### src/rtl/outdiv_stepped.sv
module outdiv_stepped #(
  parameter int NW    = 2,
  parameter int STEPS = 4,
  parameter int SYNC  = 2
) (
  input  logic          clk_fast,
  input  logic          rst_n,
  input  logic          ref_clk,
  input  logic          pd_req,
  input  logic [NW-1:0] n_sel,
  output logic          clk_out,
  output logic          full_rate
);
  localparam int NMAX = (2 ** NW) - 1;
  localparam int EMAX = NMAX + STEPS;
  localparam int CW   = EMAX;
  localparam int EW   = $clog2(EMAX + 1);
  localparam int LW   = $clog2(STEPS + 1);

  logic [SYNC-1:0] pd_sy;
  logic [SYNC:0]   rf_sy;
  logic [LW-1:0]   lvl, l_act;
  logic [NW-1:0]   n_act;
  logic [CW-1:0]   cnt;
  logic            out_q;
  logic [EW-1:0]   e_act;
  logic [CW:0]     half;
  logic            tick, pd_s, wrap;

  assign tick  = rf_sy[SYNC-1] & ~rf_sy[SYNC];
  assign pd_s  = pd_sy[SYNC-1];
  assign e_act = EW'(n_act) + EW'(l_act);
  assign half  = (CW+1)'(1) << e_act;
  assign wrap  = ({1'b0, cnt} == half - (CW+1)'(1));

  assign clk_out   = out_q;
  assign full_rate = (l_act == '0);

  always_ff @(posedge clk_fast or negedge rst_n) begin
    if (!rst_n) begin
      pd_sy <= '0;
      rf_sy <= '0;
    end else begin
      pd_sy <= {pd_sy[SYNC-2:0], pd_req};
      rf_sy <= {rf_sy[SYNC-1:0], ref_clk};
    end
  end

  always_ff @(posedge clk_fast or negedge rst_n) begin
    if (!rst_n) begin
      lvl <= '0;
    end else if (tick) begin
      if (pd_s && lvl != LW'(STEPS)) lvl <= lvl + 1'b1;
      else if (!pd_s && lvl != '0)   lvl <= lvl - 1'b1;
    end
  end

  always_ff @(posedge clk_fast or negedge rst_n) begin
    if (!rst_n) begin
      cnt   <= '0;
      out_q <= 1'b0;
      n_act <= '0;
      l_act <= '0;
    end else if (wrap) begin
      cnt   <= '0;
      out_q <= ~out_q;
      if (!out_q) begin
        n_act <= n_sel;
        l_act <= lvl;
      end
    end else begin
      cnt <= cnt + 1'b1;
    end
  end

  AST_CNT_BOUND: assert property (@(posedge clk_fast) disable iff (!rst_n)
    {1'b0, cnt} < half);
  AST_HALVES_MATCH: assert property (@(posedge clk_fast) disable iff (!rst_n)
    $fell(out_q) |-> ($stable(n_act) && $stable(l_act)));
  AST_LVL_MAX: assert property (@(posedge clk_fast) disable iff (!rst_n)
    lvl <= LW'(STEPS));
  AST_LVL_ON_TICK: assert property (@(posedge clk_fast) disable iff (!rst_n)
    (lvl != $past(lvl)) |-> $past(tick));
  AST_RATIO_AT_RISE: assert property (@(posedge clk_fast) disable iff (!rst_n)
    ((n_act != $past(n_act)) || (l_act != $past(l_act))) |-> $rose(out_q));
  AST_FULL_AT_RISE: assert property (@(posedge clk_fast) disable iff (!rst_n)
    $rose(full_rate) |-> $rose(out_q));
endmodule

### config.mk
export PLATFORM = sky130hd
export DESIGN_NAME = outdiv_stepped
export DESIGN_NICKNAME = d
export VERILOG_FILES = /design/src/rtl/outdiv_stepped.sv
export SDC_FILE = /design/constraint.sdc
export NUM_CORES = 1
export LEC_CHECK = 0
export BUFFER_PORTS_ARGS = -buffer_cell sky130_fd_sc_hd__buf_2
export CAP_MARGIN = 30
export CORE_MARGIN = 1.5
export CORE_UTILIZATION = 45
export DETAILED_ROUTE_END_ITERATION = 8
export REMOVE_ABC_BUFFERS = 1
export SYNTH_ARGS = -nofsm -noshare
export SYNTH_HDL_FRONTEND = slang
export SYNTH_SLANG_ARGS = --single-unit
### constraint.sdc
create_clock -name clk_fast -period 4.75 [get_ports clk_fast]
set_clock_uncertainty 0.2 [all_clocks]
set_input_delay 0.475 -clock clk_fast [delete_from_list [all_inputs] [get_ports clk_fast]]
set_output_delay 0.475 -clock clk_fast [all_outputs]
set_load 0.02 [all_outputs]
==> reports/metrics.yaml, run 1 <==
critical_path:
  crit_family: "simple AND/OR/NAND/NOR gates"
  rrSetupSlack_ns: 0.62
  cp_max_fo: 11
  crit_top_cell: "ha_1"
  cp_slowest_stage_delay_ns: 0.61
  crit_slowest_cell: "xnor2_1"
  r2r_cells: 10
  cp_cell_sequence: "ha_1 > fa_1 > xnor2_1 > nand2_1 > ha_1 > xnor2_4 > a31oi_1 > or4b_4 > or4_4 > mux2_4"
  criticalPathCategory: "flip-flop to flip-flop"
  critPathRequiredTime_ns: 4.75
  cp.buffers_inverters: 0
  r2r_end: "n_act[1]$_DFFE_PN0P_"
  r2r-start: "l_act[0]$_DFFE_PN0P_"
  worstSetupEndpointType: "flip-flop"
  crit_arrival_ns: 4.14
  start_kind: "flip-flop"
sta:
  fin_setup_tns_ns: 0
  max_slew_margin_pct: 52.6
  timing.fmax_ghz: 0.242
  hold_viol_final: 0
  rsz0062_at_grt: "no"
  final_max_slew_viol_count: 0
  fin_crit_sh_pct: 87.0
  worstMarginPinSlew_ns: 0.706
  fin_crit_ns: 4.13
  finalSetupViolCount: 0
layout:
  diodes: 0
  area_delta_synth_final_pct: 7.38
  fin_cells: 140
  nets: 122
  num-fill-cells: 229
  drive_above_1_share_pct: 22.7
clock_tree:
  clkSlewWorstSetupHoldPaths_ns: 0.13
  cts-root-buf: "clkbuf_4"
  cts_buffers: 3
  clk_path_buf_depth: 2
  htreeDepth: 1
  cts_sinks: 21
  insertion_delay_ns: 0.31
  cts_tree: "yes"
routing:
  wl_mm: 1.97
  first_pass_iters: 4
  via_per_inst: 5.41
  wl_per_cell_um: 14.1
  antenna_left: 0
  drtIter0Drc: 9
  vias: 758
  drc: 0
worst_hold_path:
  whs_endpoint: "pd_sy[0]$_DFF_PN0_"
  hold_start: "pd_req"
  whs_path_depth: 1
  hold_path_class: "input pin to flip-flop"
logic_synthesis:
  ys_types: 40
  synth.ff_latch_count: 21
  syn_area_mm2: 0.00119
  postSynthAreaPerCell_um2: 11.6
  syn-instance-count: 102
  ys_seq_area_share_pct: 44.3
  synth-edff-count: 0
  yosysWarnings: 0
  synthFlopType: "dfrtp_1"
  synthArstFlopShare_pct: 100
placed_design:
  dp_cells: 135
  place_congestion: 0.684
  port_buffers: 7
  dp_hpwl_mm: 1.43
floorplanning:
  die-area_mm2: 0.00295
  io_pins: 8
  die_h_um: 54.3
  num_rows: 18
  start_util_pct: 47.9
  coreArea_mm2: 0.00248
  die_w_um: 54.3
run_status:
  status: "complete, no violations"
grt:
  first_global_vias: 710
  grt_pass1_wl_mm: 3.25
  grt_antenna_before_repair: 0
  gr-total-overflow: 0
  grt.total_usage_pct: 15.6
  grt_max_degree: 22
flow_run:
  timing.max_cap.violations: 0
[Yosys cell counts, types with 2 or more instances]
| master | n | area [um^2] |
|---|---|---|
| mux2_4 | 5 | 75.1 |
| and3_1 | 2 | 12.5 |
| a211oi_1 | 3 | 22.5 |
| and3_2 | 2 | 15.0 |
| fa_1 | 2 | 40.0 |
| nor3_1 | 3 | 15.0 |
| nor2_1 | 7 | 26.3 |
| ha_1 | 3 | 37.5 |
| a21oi_1 | 4 | 20.0 |
| inv_1 | 2 | 7.51 |
| nand3_1 | 4 | 20.0 |
| nor2b_1 | 2 | 12.5 |
| dfrtp_1 | 21 | 526 |
| xnor2_1 | 7 | 61.3 |
| buf_2 | 2 | 10.0 |
| xor2_1 | 7 | 61.3 |
| nand2_1 | 3 | 11.3 |
[metal layers]
metal	GRT usage (%)	share of wire (%)
met1	19.8	48
met2	25.7	48
met3	4.92	3.5
met4	4.17	0.61
met5	0	0
[logic make-up (layout without fill, tap and decap cells)]
group	after synthesis	in the layout	share of synthesized area, %
muxes	6	6	7.28
AOI/OAI and AO/OA	14	14	8.02
and+or+nand+nor	34	34	17.8
xor gates and xnor gates	15	15	12.7
buffers and inverters	7	15	3.38
adders and majority gates	5	5	6.54
DFF	21	21	44.3
[cell usage in the layout, fill, tap and decap left out, drive strengths merged, types with 2 or more instances in the layout]
cell    instances
a211oi          3
a21oi           4
and3            4
buf             8
clkbuf          3
dfrtp          21
fa              2
ha              3
inv             2
mux2            6
nand2           3
nand3           4
nor2            8
nor2b           2
nor3            3
or4b            2
xnor2           8
xor2            7
[flip-flops by register name, summed over array words and instances (netlist names)]
signal,cells
cnt,7
lvl,3
clk_out,1
rf_sy,3
n_act,2
pd_sy,2
l_act,3
[stage by stage]
| step | instance area (um^2) | util (%) | setup slack (ns) | hold slack, ns |
|---|---|---|---|---|
| 2_1_floorplan | 1150 | - | 0.916 | -0.0206 |
| 3_3_place_gp | 1230 | 49.8 | 0.732 | 0.134 |
| 3_5_place_dp | 1230 | 49.8 | 0.646 | 0.135 |
| 4_1_cts | 1270 | 51.4 | 0.626 | 0.0488 |
| 5_1_grt | 1270 | 51.4 | 0.385 | 0.0374 |
| 6_report | 1270 | 51.4 | 0.616 | 0.0581 |
[final cells by class]
type                            count  area [um^2]  area share, %
Timing Repair Buffer                9         52.6           4.13
Clock inverter                      1         7.51          0.589
Inverter                            2         7.51          0.589
Sequential cell                    21          526           41.3
Multi-Input combinational cell     74          621           48.7
Clock buffer                        3         22.5           1.77
Tap cell                           30         37.5           2.95
[what timing repair did]
action	in CTS	in global routing
hold buffers	1	0
hold endpoints to repair	21	0
buffers inserted	0	0
gates resized for setup	0	0
[worst max path at each step]
stage | startpoint | end | depth (start not counted)
after floorplan | l_act[0]$_DFFE_PN0P_ | l_act[0]$_DFFE_PN0P_ | 10
after global placement | l_act[0]$_DFFE_PN0P_ | n_act[0]$_DFFE_PN0P_ | 10
after detailed placement | l_act[0]$_DFFE_PN0P_ | n_act[0]$_DFFE_PN0P_ | 10
after CTS | l_act[0]$_DFFE_PN0P_ | n_act[0]$_DFFE_PN0P_ | 10
after global routing | l_act[0]$_DFFE_PN0P_ | l_act[1]$_DFFE_PN0P_ | 10
final | l_act[0]$_DFFE_PN0P_ | n_act[1]$_DFFE_PN0P_ | 10
Power of run 1 is not shown: default switching activity piles up to over one toggle a cycle in this logic, so the estimate is an artifact.
==> inputs of run 2 (changes only) <==
--- a/config.mk
+++ b/config.mk
@@ -8,7 +8,7 @@
 export BUFFER_PORTS_ARGS = -buffer_cell sky130_fd_sc_hd__buf_2
 export CAP_MARGIN = 30
 export CORE_MARGIN = 1.5
-export CORE_UTILIZATION = 45
+export CORE_UTILIZATION = 40
 export DETAILED_ROUTE_END_ITERATION = 8
 export REMOVE_ABC_BUFFERS = 1
 export SYNTH_ARGS = -nofsm -noshare
==> run 2 against run 1 <==
Flip-flop and latch count is the same. First-iteration DRC count grew 78%. Critical path depth is the same. Final cell count grew 0.71%. Setup slack lost 0.039 ns. Hold slack gained 0.0036 ns. Via count shrank 0.40%. Critical endpoint unchanged.
==> reports/metrics.yaml, run 2 (same netlist as run 1, synthesis figures left out) <==
run_status:
  status: "complete, no violations"  # unchanged
floorplanning:
  start_util_pct: 42.6  # was 47.9%
  coreArea_mm2: 0.00278  # was 0.00248 mm^2
  num_rows: 19  # was 18
  die_w_um: 57.5  # was 54.3 um
  io_pins: 8  # unchanged
  die_h_um: 57.5  # was 54.3 um
  die-area_mm2: 0.00330  # was 0.00295 mm^2
routing:
  first_pass_iters: 3  # was 4
  wl_mm: 1.91  # was 1.97 mm
  drtIter0Drc: 16  # was 9
  via_per_inst: 5.35  # was 5.41
  antenna_left: 0  # unchanged
  drc: 0  # unchanged
  wl_per_cell_um: 13.5  # was 14.1 um
  vias: 755  # was 758
placed_design:
  dpl_worst_slack_ns: 0.600  # was 0.646 ns
  place_congestion: 0.733  # was 0.684
  port_buffers: 7  # unchanged
  place_area_mm2: 0.00123  # about the same
critical_path:
  start_kind: "flip-flop"  # unchanged
  criticalPathCategory: "flip-flop to flip-flop"  # unchanged
  cp_max_fo: 11  # unchanged
  r2r_cells: 10  # unchanged
  crit_arrival_ns: 4.17  # was 4.14 ns
  critPathRequiredTime_ns: 4.75  # about the same
  worstSetupEndpointType: "flip-flop"  # unchanged
sta:
  timing.fmax_ghz: 0.240  # was 0.242 GHz
  fin_setup_tns_ns: 0  # unchanged
  final_max_slew_viol_count: 0  # unchanged
  rsz0062_at_grt: "no"  # unchanged
  worstMarginPinSlew_ns: 0.742  # was 0.706 ns
  max_slew_margin_pct: 50.2  # was 52.6%
  hold_viol_final: 0  # unchanged
  setup_slack_ns: 0.578  # was 0.616 ns
  fin_crit_ns: 4.17  # was 4.13 ns
  finalSetupViolCount: 0  # unchanged
  fin_crit_sh_pct: 87.8  # was 87.0%
clock_tree:
  cts_resized: 0  # unchanged
  cts_sinks: 21  # unchanged
  cts_buffers: 3  # unchanged
  insertion_delay_ns: 0.31  # about the same
  postCtsSetupBuffers: 0  # unchanged
  cts-root-buf: "clkbuf_4"  # unchanged
  clkSlewWorstSetupHoldPaths_ns: 0.12  # was 0.13 ns
  cts_tree: "yes"  # unchanged
  clk_path_buf_depth: 2  # unchanged
  htreeDepth: 1  # unchanged
grt:
  gr-total-overflow: 0  # unchanged
  grt_pass1_wl_mm: 3.51  # was 3.25 mm
  first_global_vias: 764  # was 710
  grt.total_usage_pct: 14.0  # was 15.6%
  grt_antenna_before_repair: 0  # unchanged
  grt_max_degree: 22  # unchanged
layout:
  area_delta_synth_final_pct: 7.49  # was 7.38%
  top_register: "cnt"  # unchanged
  post-route-cell-area_mm2: 0.00127  # about the same
  final_common_cell: "dfrtp_1"  # unchanged
  final_cell_mix: "dfrtp_1 (21), xor2_1 (7), xnor2_1 (7), nor2_1 (7), buf_2 (7)"  # unchanged
  num-fill-cells: 252  # was 229
  nets: 122  # unchanged
  drive_above_1_share_pct: 22.7  # unchanged
  diodes: 0  # unchanged
  largest_reg_flops: 7  # unchanged
worst_hold_path:
  whs_path_depth: 1  # unchanged
  hold_path_class: "input pin to flip-flop"  # unchanged
flow_run:
  timing.max_cap.violations: 0  # unchanged
run 2: cell counts in the layout (fill, tap and decap cells not counted):
Identical to the previous run, type by type.
run 2: worst max-delay path, stage by stage, from the launching register on:
cell and delay [ns]:
dfrtp_1 0.42, ha_1 0.22, fa_1 0.41, xnor2_1 0.63, nand2_1 0.12, ha_1 0.37
xnor2_4 0.21, a31oi_1 0.06, or4b_4 0.52, or4_4 0.59, mux2_4 0.32
run 2: stage by stage:
step / utilization (%) / hold slack (ns) / std cells
CTS: 45.8 / 0.0483 / 141
detailed placement: 44.4 / 0.139 / 136
global placement: 44.4 / 0.131 / 136
finish: 45.8 / 0.0617 / 141
global route: 45.8 / 0.0316 / 141
floorplan: - / -0.0206 / 97
run 2: path summary, 6_finish.rpt:
| path | startpoint | end | slack, ns |
|---|---|---|---|
| max | l_act[0]$_DFFE_PN0P_ | n_act[1]$_DFFE_PN0P_ | 0.58 |
| min | ref_clk | rf_sy[0]$_DFF_PN0_ | 0.06 |
| max reg2reg | l_act[0]$_DFFE_PN0P_ | n_act[1]$_DFFE_PN0P_ | 0.58 |
| min reg2reg | pd_sy[0]$_DFF_PN0_ | pd_sy[1]$_DFF_PN0_ | 0.16 |
| max in group asynchronous | rst_n | lvl[2]$_DFFE_PN0P_ | 3.59 |
| min in group asynchronous | rst_n | cnt[6]$_DFF_PN0_ | 0.43 |
run 2: final cells by class:
| class | count | area, um^2 | area share (%) |
|---|---|---|---|
| multi-input cells | 74 | 621 | 48.7 |
| flip-flops and latches | 21 | 526 | 41.2 |
| clock inverters | 1 | 7.51 | 0.589 |
| inverters | 2 | 7.51 | 0.589 |
| repair buffers | 9 | 52.6 | 4.12 |
| well taps | 31 | 38.8 | 3.04 |
| clock buffers | 3 | 22.5 | 1.77 |
run 2: what timing repair did:
item,4_1_cts,5_1_grt
hold buffers,1,0
endpoints found under the setup margin,0,0
endpoints found under the hold margin,21,0
run 2: routing by layer:
layer  wire, um  track usage, %  vias to the layer above
li1           -               -                      379
met1        945            19.0                      362
met2        841            21.1                        9
met3         89            4.31                        5
met4         33            4.98                        0
met5          0               0                        -
Power of run 2 is left out for the same reason.
